**src/rtl/trap_entry_pkg.sv**
```systemverilog
// Shared constants and types for the trap entry controller.
// Assumes privilege codes U=0, S=1, M=3; code 2 is never presented.
package trap_entry_pkg;

    localparam logic [1:0] PRIV_U = 2'd0;
    localparam logic [1:0] PRIV_S = 2'd1;
    localparam logic [1:0] PRIV_M = 2'd3;

    // Bit positions of the stacking fields inside the status word
    localparam int BIT_SIE    = 1;
    localparam int BIT_MIE    = 3;
    localparam int BIT_SPIE   = 5;
    localparam int BIT_MPIE   = 7;
    localparam int BIT_SPP    = 8;
    localparam int BIT_MPP_LO = 11;

    // Exception causes that carry a faulting address
    localparam logic [15:0] ADDR_CAUSES = 16'b1011_0000_1111_0011;

    // Software write targets
    localparam logic [2:0] SEL_STATUS = 3'd0;
    localparam logic [2:0] SEL_MEPC   = 3'd1;
    localparam logic [2:0] SEL_MCAUSE = 3'd2;
    localparam logic [2:0] SEL_MTVAL  = 3'd3;
    localparam logic [2:0] SEL_SEPC   = 3'd4;
    localparam logic [2:0] SEL_SCAUSE = 3'd5;
    localparam logic [2:0] SEL_STVAL  = 3'd6;

    typedef struct packed {
        logic       sie;
        logic       spie;
        logic       spp;
        logic       mie;
        logic       mpie;
        logic [1:0] mpp;
    } stack_t;

endpackage

```
**src/rtl/trap_route.sv**
```systemverilog
// Decides the handling level, the recorded cause and the trap value.
// Purely combinational. Assumes CAUSE_W >= clog2(XLEN) and CAUSE_W >= 4.
module trap_route
    import trap_entry_pkg::*;
#(
    parameter int XLEN    = 32,
    parameter int CAUSE_W = 7
) (
    input  logic               async_i,
    input  logic [CAUSE_W-1:0] cause_i,
    input  logic [1:0]         priv_i,
    input  logic [XLEN-1:0]    addr_i,
    input  logic [XLEN-1:0]    exc_deleg_i,
    input  logic [XLEN-1:0]    int_deleg_i,
    output logic [CAUSE_W-1:0] eff_cause_o,
    output logic               to_s_o,
    output logic [XLEN-1:0]    tval_o
);
    localparam int IDXW = $clog2(XLEN);

    logic            is_ecall;
    logic [XLEN-1:0] mask;
    logic            in_range;
    logic            addr_kind;

    // Remap environment calls to the caller's privilege
    always_comb begin
        is_ecall = !async_i && (cause_i == CAUSE_W'(8) || cause_i == CAUSE_W'(9)
                                || cause_i == CAUSE_W'(11));
        eff_cause_o = is_ecall ? CAUSE_W'(8 + int'(priv_i)) : cause_i;
    end

    // Pick the delegation mask and decide the handling level
    always_comb begin
        mask     = async_i ? int_deleg_i : exc_deleg_i;
        in_range = int'(eff_cause_o) < XLEN;
        to_s_o   = (priv_i != PRIV_M) && in_range && mask[eff_cause_o[IDXW-1:0]];
    end

    // Trap value is the address only for address-bearing exceptions
    always_comb begin
        addr_kind = !async_i && (int'(eff_cause_o) < 16) && ADDR_CAUSES[eff_cause_o[3:0]];
        tval_o    = addr_kind ? addr_i : '0;
    end
endmodule

```
**src/rtl/trap_vector.sv**
```systemverilog
// Computes the handler address from a trap-vector register.
// Mode value 1 in bits 1:0 vectors interrupts; other modes go to the base.
module trap_vector #(
    parameter int XLEN    = 32,
    parameter int CAUSE_W = 7
) (
    input  logic [XLEN-1:0]    vec_i,
    input  logic               async_i,
    input  logic [CAUSE_W-1:0] cause_i,
    output logic [XLEN-1:0]    target_o
);
    logic [XLEN-1:0] base;
    logic [XLEN-1:0] offset;

    // Aligned base plus optional per-cause offset
    always_comb begin
        base     = {vec_i[XLEN-1:2], 2'b00};
        offset   = (async_i && vec_i[1:0] == 2'b01) ? (XLEN'(cause_i) << 2) : '0;
        target_o = base + offset;
    end
endmodule

```
**src/rtl/trap_csr_bank.sv**
```systemverilog
// Holds the stacking fields and both banks of saved-pc, cause and
// trap-value registers. A trap commits on the strobe edge and overrides
// any software write presented in the same cycle.
module trap_csr_bank
    import trap_entry_pkg::*;
#(
    parameter int XLEN    = 32,
    parameter int CAUSE_W = 7
) (
    input  logic               clk,
    input  logic               rst_n,
    input  logic               trap_valid,
    input  logic               trap_async,
    input  logic               to_s,
    input  logic [CAUSE_W-1:0] eff_cause,
    input  logic [XLEN-1:0]    tval,
    input  logic [XLEN-1:0]    cur_pc,
    input  logic [1:0]         cur_priv,
    input  logic               sw_we,
    input  logic [2:0]         sw_sel,
    input  logic [XLEN-1:0]    sw_wdata,
    output stack_t             stack_q,
    output logic [XLEN-1:0]    m_epc_q,
    output logic [XLEN-1:0]    m_cause_q,
    output logic [XLEN-1:0]    m_tval_q,
    output logic [XLEN-1:0]    s_epc_q,
    output logic [XLEN-1:0]    s_cause_q,
    output logic [XLEN-1:0]    s_tval_q
);
    logic [XLEN-1:0] cause_word;

    // Cause word: interrupt flag at the top, code at the bottom
    always_comb begin
        cause_word         = XLEN'(eff_cause);
        cause_word[XLEN-1] = trap_async;
    end

    // Register update: trap first, otherwise software write
    always_ff @(posedge clk) begin
        if (!rst_n) begin
            stack_q   <= '0;
            m_epc_q   <= '0;
            m_cause_q <= '0;
            m_tval_q  <= '0;
            s_epc_q   <= '0;
            s_cause_q <= '0;
            s_tval_q  <= '0;
        end else if (trap_valid) begin
            if (to_s) begin
                stack_q.spie <= stack_q.sie;
                stack_q.spp  <= cur_priv[0];
                stack_q.sie  <= 1'b0;
                s_epc_q      <= cur_pc;
                s_cause_q    <= cause_word;
                s_tval_q     <= tval;
            end else begin
                stack_q.mpie <= stack_q.mie;
                stack_q.mpp  <= cur_priv;
                stack_q.mie  <= 1'b0;
                m_epc_q      <= cur_pc;
                m_cause_q    <= cause_word;
                m_tval_q     <= tval;
            end
        end else if (sw_we) begin
            case (sw_sel)
                SEL_STATUS: begin
                    stack_q.sie  <= sw_wdata[BIT_SIE];
                    stack_q.mie  <= sw_wdata[BIT_MIE];
                    stack_q.spie <= sw_wdata[BIT_SPIE];
                    stack_q.mpie <= sw_wdata[BIT_MPIE];
                    stack_q.spp  <= sw_wdata[BIT_SPP];
                    stack_q.mpp  <= sw_wdata[BIT_MPP_LO+1:BIT_MPP_LO];
                end
                SEL_MEPC:   m_epc_q   <= sw_wdata;
                SEL_MCAUSE: m_cause_q <= sw_wdata;
                SEL_MTVAL:  m_tval_q  <= sw_wdata;
                SEL_SEPC:   s_epc_q   <= sw_wdata;
                SEL_SCAUSE: s_cause_q <= sw_wdata;
                SEL_STVAL:  s_tval_q  <= sw_wdata;
                default: ;
            endcase
        end
    end

    AST_S_STACK: assert property (@(posedge clk) disable iff (!rst_n)
        (trap_valid && to_s) |=> (!stack_q.sie && stack_q.spie == $past(stack_q.sie)
                                  && stack_q.mie == $past(stack_q.mie)));
    AST_M_STACK: assert property (@(posedge clk) disable iff (!rst_n)
        (trap_valid && !to_s) |=> (!stack_q.mie && stack_q.mpie == $past(stack_q.mie)
                                   && stack_q.mpp == $past(cur_priv)));
    AST_M_KEEPS_S: assert property (@(posedge clk) disable iff (!rst_n)
        (trap_valid && !to_s) |=> $stable(s_epc_q));
    AST_CAUSE_FLAG: assert property (@(posedge clk) disable iff (!rst_n)
        (trap_valid && !to_s) |=> (m_cause_q[XLEN-1] == $past(trap_async)));
    AST_INT_NO_TVAL: assert property (@(posedge clk) disable iff (!rst_n)
        (trap_valid && !to_s && trap_async) |=> (m_tval_q == '0));
    AST_TRAP_WINS: assert property (@(posedge clk) disable iff (!rst_n)
        (trap_valid && !to_s && sw_we && sw_sel == SEL_MEPC) |=> (m_epc_q == $past(cur_pc)));
endmodule

```
**src/rtl/trap_entry_ctrl.sv**
```systemverilog
// Top of the trap entry controller: routes the trap, updates the
// privileged registers on the strobe edge and registers the redirect
// (new pc and privilege) for one cycle. Status word carries only the
// stacking fields; all other bits read zero.
module trap_entry_ctrl
    import trap_entry_pkg::*;
#(
    parameter int XLEN    = 32,
    parameter int CAUSE_W = 7
) (
    input  logic               clk,
    input  logic               rst_n,
    input  logic               trap_valid,
    input  logic               trap_async,
    input  logic [CAUSE_W-1:0] trap_cause,
    input  logic [XLEN-1:0]    trap_addr,
    input  logic [XLEN-1:0]    cur_pc,
    input  logic [1:0]         cur_priv,
    input  logic [XLEN-1:0]    exc_deleg,
    input  logic [XLEN-1:0]    int_deleg,
    input  logic [XLEN-1:0]    m_vec,
    input  logic [XLEN-1:0]    s_vec,
    input  logic               sw_we,
    input  logic [2:0]         sw_sel,
    input  logic [XLEN-1:0]    sw_wdata,
    output logic [XLEN-1:0]    status_o,
    output logic [XLEN-1:0]    m_epc_o,
    output logic [XLEN-1:0]    m_cause_o,
    output logic [XLEN-1:0]    m_tval_o,
    output logic [XLEN-1:0]    s_epc_o,
    output logic [XLEN-1:0]    s_cause_o,
    output logic [XLEN-1:0]    s_tval_o,
    output logic               redir_valid,
    output logic [XLEN-1:0]    redir_pc,
    output logic [1:0]         redir_priv
);
    logic [CAUSE_W-1:0] eff_cause;
    logic               to_s;
    logic [XLEN-1:0]    tval;
    logic [XLEN-1:0]    target;
    stack_t             stack_q;

    trap_route #(.XLEN(XLEN), .CAUSE_W(CAUSE_W)) u_route (
        .async_i     (trap_async),
        .cause_i     (trap_cause),
        .priv_i      (cur_priv),
        .addr_i      (trap_addr),
        .exc_deleg_i (exc_deleg),
        .int_deleg_i (int_deleg),
        .eff_cause_o (eff_cause),
        .to_s_o      (to_s),
        .tval_o      (tval)
    );

    trap_vector #(.XLEN(XLEN), .CAUSE_W(CAUSE_W)) u_vector (
        .vec_i    (to_s ? s_vec : m_vec),
        .async_i  (trap_async),
        .cause_i  (eff_cause),
        .target_o (target)
    );

    trap_csr_bank #(.XLEN(XLEN), .CAUSE_W(CAUSE_W)) u_bank (
        .clk        (clk),
        .rst_n      (rst_n),
        .trap_valid (trap_valid),
        .trap_async (trap_async),
        .to_s       (to_s),
        .eff_cause  (eff_cause),
        .tval       (tval),
        .cur_pc     (cur_pc),
        .cur_priv   (cur_priv),
        .sw_we      (sw_we),
        .sw_sel     (sw_sel),
        .sw_wdata   (sw_wdata),
        .stack_q    (stack_q),
        .m_epc_q    (m_epc_o),
        .m_cause_q  (m_cause_o),
        .m_tval_q   (m_tval_o),
        .s_epc_q    (s_epc_o),
        .s_cause_q  (s_cause_o),
        .s_tval_q   (s_tval_o)
    );

    // Assemble the status word from the stacking fields
    always_comb begin
        status_o                              = '0;
        status_o[BIT_SIE]                     = stack_q.sie;
        status_o[BIT_MIE]                     = stack_q.mie;
        status_o[BIT_SPIE]                    = stack_q.spie;
        status_o[BIT_MPIE]                    = stack_q.mpie;
        status_o[BIT_SPP]                     = stack_q.spp;
        status_o[BIT_MPP_LO+1:BIT_MPP_LO]     = stack_q.mpp;
    end

    // Register the redirect for one cycle after the trap edge
    always_ff @(posedge clk) begin
        if (!rst_n) begin
            redir_valid <= 1'b0;
            redir_pc    <= '0;
            redir_priv  <= PRIV_M;
        end else begin
            redir_valid <= trap_valid;
            if (trap_valid) begin
                redir_pc   <= target;
                redir_priv <= to_s ? PRIV_S : PRIV_M;
            end
        end
    end

    AST_REDIR_ON: assert property (@(posedge clk) disable iff (!rst_n)
        trap_valid |=> redir_valid);
    AST_REDIR_OFF: assert property (@(posedge clk) disable iff (!rst_n)
        !trap_valid |=> !redir_valid);
    AST_REDIR_PRIV: assert property (@(posedge clk) disable iff (!rst_n)
        redir_valid |-> (redir_priv == PRIV_S || redir_priv == PRIV_M));
    AST_M_STAYS_M: assert property (@(posedge clk) disable iff (!rst_n)
        (trap_valid && cur_priv == PRIV_M) |=> (redir_priv == PRIV_M));
    AST_PC_ALIGNED: assert property (@(posedge clk) disable iff (!rst_n)
        redir_valid |-> (redir_pc[1:0] == 2'b00));
endmodule

```
**config.mk**
```make
export PLATFORM = sky130hd
export DESIGN_NAME = trap_entry_ctrl
export DESIGN_NICKNAME = d
export VERILOG_FILES = /design/src/rtl/trap_entry_pkg.sv /design/src/rtl/trap_route.sv /design/src/rtl/trap_vector.sv /design/src/rtl/trap_csr_bank.sv /design/src/rtl/trap_entry_ctrl.sv
export SDC_FILE = /design/constraint.sdc
export NUM_CORES = 1
export LEC_CHECK = 0
export ABC_CLOCK_PERIOD_IN_PS = 19200
export BUFFER_PORTS_ARGS = -buffer_cell sky130_fd_sc_hd__buf_2
export CAP_MARGIN = 20
export CORE_AREA = 2 2 197 199
export CTS_CLUSTER_SIZE = 12
export DETAILED_ROUTE_END_ITERATION = 8
export DIE_AREA = 0 0 199 201
export REMOVE_ABC_BUFFERS = 1
export SKIP_CTS_REPAIR_TIMING = 1
export SLEW_MARGIN = 10
export SYNTH_ARGS = -nofsm -noshare
export SYNTH_HDL_FRONTEND = slang
export SYNTH_SLANG_ARGS = --single-unit
```
**constraint.sdc**
```tcl
create_clock -name clk -period 19.2 [get_ports clk]
set_input_delay 3.84 -clock clk [delete_from_list [all_inputs] [get_ports clk]]
set_output_delay 3.84 -clock clk [all_outputs]
set_load 0.03 [all_outputs]
```
==> run summary <==
FLOW RUN
-------------------------------------------------------------------------------------------------
Number of violations of the max-capacitance limit                                               0

CTS
-------------------------------------------------------------------------------------------------
Inserted Clock Buffers                                                                         27
Maximum clock path buffer count                                                                 3
Clock-pin transition on the worst setup and hold timing paths                             0.06 ns
Worst-Skew Late Latency                                                                   0.55 ns
CTS sink cnt                                                                                  231
Root Buffer Master                                                                      clkbuf_16
# H-tree levels                                                                                 1
TritonCTS clock tree                                                                          yes

YOSYS
-------------------------------------------------------------------------------------------------
Per-instance average area after synthesis                                              8.27 sq um
Number of warnings printed during yosys synthesis                                               0
Synthesized cell area                                                                 11400 sq um
Cells taking the most area after synthesis                                           dfxtp_1 41%, a211oi_1 10%, a21oi_1 6.1%, nor2_1 6.1%, nand2_1 5.8%
Share of flip-flops with an asynchronous set or reset                                           0
Area leader, netlist                                                                      dfxtp_1
Share of Yosys cell area claimed by the top area cell type                                  0.405
Count of flip-flops with a built-in enable after synthesis                                      0
Synth Flop Type                                                                           dfxtp_1
Leading post-synthesis cells by instance count                                       231 x dfxtp_1, 185 x nor2_1, 177 x nand2_1
Seq/Total Area, Yosys                                                                       0.405
Synthesis-stage register bit count                                                            231
Number of instances in the synthesized netlist                                               1379
Number of distinct library cell variants in the gate-level netlist after synthesis             81
Most repeated cell in the gate-level netlist after synthesis                              dfxtp_1

DETAILED ROUTING
-------------------------------------------------------------------------------------------------
Vias per Instance                                                                            5.09
Drt drc                                                                                         0
Router iterations before antenna repair                                                         5
Starting DRC count in detailed routing                                                        627
Wire length after detailed routing                                                       47000 um
Vias after detailed routing                                                                 11900
Routed wire per std cell                                                                  20.2 um
Number of routed nets with antenna violations                                                   0

GRT
-------------------------------------------------------------------------------------------------
Fraction of met1 tracks used by global routing                                              0.263
GRT Overall Usage                                                                           0.226
Total congestion overflow                                                                       0
Antenna violations before repair                                                                8
Most Crowded Layer GR                                                                        met2
Via count of the first global-routing pass                                                  11500
GR met3 Demand/Resource                                                                    0.0561
Maximum number of pins on one net before global-route repair                                  137
Global-route wire length before repair                                                   70000 um
Met2 usage                                                                                  0.410

STA
-------------------------------------------------------------------------------------------------
Final setup violation count                                                                     0
Final max-slew violation count                                                                  0
Fmax achieved                                                                             101 MHz
Least setup slack across all paths after layout                                           9.32 ns
Transition time at the pin with the least slew margin                                     1.13 ns
Portion of the clock cycle consumed by the worst path in the final layout                   0.515
RSZ-0062 raised after global routing                                                        false
Total negative setup slack                                                                   0 ns
Clock tree skew after final layout                                                     0.00396 ns
Relative max-transition margin                                                              0.248
Minimum clock period after layout                                                         9.88 ns
Final Hold Fails                                                                                0

SETUP PATH
-------------------------------------------------------------------------------------------------
Maximum net fanout on the critical path                                                        37
Setup Crit Path Kind                                                                    in -> reg
Origin of the critical flop-to-flop path                                             redir_pc[29]
Startpoint class of the critical path                                                primary input
Required arrival time at the worst endpoint                                              19.65 ns
Register-to-Register Path Depth                                                                 3
R2r endpoint                                                                         redir_pc[29]
Kind of end point of the critical path                                                       flop
Critical Path AT                                                                         10.32 ns
Reg-to-reg slack, setup                                                                  18.15 ns

PWR
-------------------------------------------------------------------------------------------------
Power density cells                                                                  89.5 nW/um^2
Peak supply drop                                                                      0.0000586 V
Leakage                                                                                   6.50 nW

PLACED DESIGN
-------------------------------------------------------------------------------------------------
Final weighted congestion of routability-driven global placement                            0.936
Detail Placement HPWL                                                                    35200 um
Dpl ws                                                                                    8.87 ns
Number of placed instances, taps included                                                    2281
Total of buffers placed on input and output ports                                             471

RUN STATUS
-------------------------------------------------------------------------------------------------
Outcome                                                                              finished, final reports clean

FLOORPLANNING
-------------------------------------------------------------------------------------------------
Horiz. Die Dim                                                                             199 um
Std cell rows                                                                                  72
Floorplan die height                                                                       201 um
Std-Cell Core Area                                                                    38100 sq um
Starting Density                                                                            0.299
Full die area                                                                         40000 sq um
Io pins                                                                                       500

WORST HOLD PATH
-------------------------------------------------------------------------------------------------
Destination of the worst hold path                                                   redir_pc[21]
Number of cells on the worst hold path                                                          2
Hold_sp                                                                              redir_pc[21]
Class of the worst hold path                                                           reg -> reg

FINAL LAYOUT
-------------------------------------------------------------------------------------------------
Area overhead of the layout relative to synthesis                                           30.5%
Filler instances                                                                             3983
Finished Core Util                                                                          0.391
Share of post-route cells with drive strength above 1                                       0.315
Nets@finish                                                                                  2041
Fin cells                                                                                    2329

## sequential cells by signal, summed over array words and instances, names as in the netlist
register          flops
redir_pc             30
u_bank.m_tval_q      32
u_bank.stack_q        7
redir_valid           1
u_bank.s_cause_q     32
u_bank.m_cause_q     32
u_bank.m_epc_q       32
u_bank.s_tval_q      32
u_bank.s_epc_q       32
redir_priv            1
## placed cells by master, fill, tap and decap left out, types with 4 or more instances in the layout
cell type,synthesis,layout
buf_2,27,470
dfxtp_1,231,231
nor2_1,185,184
nand2_1,177,177
a211oi_1,158,158
a21oi_1,139,139
nor2b_1,44,44
mux2i_1,36,36
nand3_1,34,34
conb_1,2,28
clkbuf_16,0,27
o211ai_1,19,19
and3_1,17,17
buf_4,36,17
nor3_1,14,14
xnor2_1,13,13
o21ai_0,12,12
xor2_1,12,12
mux2_2,11,11
inv_1,9,9
nand4_1,8,8
and2_1,8,8
ha_1,7,7
a311o_1,6,6
a31oi_1,6,6
a211o_1,6,6
clkinv_2,0,6
o21ai_4,3,5
o31a_1,5,5
o31ai_1,5,5
or3_1,4,4
a21o_1,4,4
and4_1,4,4
nand2b_1,4,4
mux4_2,4,4
clkbuf_1,59,4
## stage by stage
stage               area (sq um)  total power [W]  hold slack [ns]
CTS                        14900          0.00135            0.443
global route               14900          0.00139            0.467
floorplan                  10800         0.000714            0.562
global placement           14000         0.000829            0.428
finish                     14900          0.00133            0.445
detailed placement         14000         0.000832            0.430
## where the power goes
part	internal (W)	switching [W]	leakage [nW]
Clock	0.000304	0.000207	0.427
Sequential	0.000512	0.0000159	1.89
Combinational	0.0000902	0.000203	4.18
Total	0.000906	0.000426	6.50
## layout make-up
cell class                      instances  area [sq um]  share of cell area
Clock buffer                           33           718              0.0483
Timing Repair Buffer                  487          2480               0.167
Multi-Input combinational cell       1034          6210               0.417
Antenna cell                            3          7.51            0.000504
Sequential cell                       231          4620               0.311
Inverter                               11          46.3             0.00311
Tap cell                              518           648              0.0436
Clock inverter                         12           145             0.00975
## cell families after synthesis
| kind of cell | synth area share |
|---|---|
| adders and majority gates | 0.00943 |
| other | 0.000659 |
| buffers and inverters | 0.0622 |
| muxes | 0.0504 |
| and+or+nand+nor | 0.205 |
| DFF | 0.405 |
| AOI/OAI and AO/OA | 0.248 |
| xor gates and xnor gates | 0.0192 |
## routing by layer
layer  share of wire  wire, um
met5          0.0011        51
met4           0.024      1110
met3           0.088      4130
met2            0.50     23400
met1            0.39     18400
## how the worst max path moves through the flow
stage	start	end	slack [ns]
floorplan	trap_cause[4]	redir_pc[28]	8.83
global placement	trap_async	redir_pc[28]	9.06
detailed placement	trap_async	redir_pc[28]	8.87
CTS	trap_async	redir_pc[20]	9.41
global route	trap_async	redir_pc[20]	8.71
finish	trap_async	redir_pc[20]	9.32
## critical path, stage by stage
cell and delay, ns:
buf_2 0.37, nor4_2 0.62, a21oi_1 0.24, nor2_1 0.63
mux2i_1 0.34, a211oi_2 0.17, a2111oi_4 0.65, nor2_4 0.07
o21ai_0 0.38, nand2_1 0.15, nor2_1 0.19, ha_1 0.21
fa_1 0.21, a21o_1 0.12, a21oi_1 0.09, o21bai_1 0.13
a21oi_1 0.11, o21bai_1 0.84, and2_1 0.26, nand3_1 0.12
o21ai_2 0.20, a21oi_1 0.12, o31ai_1 0.24
(Power assumes the default switching activity.)
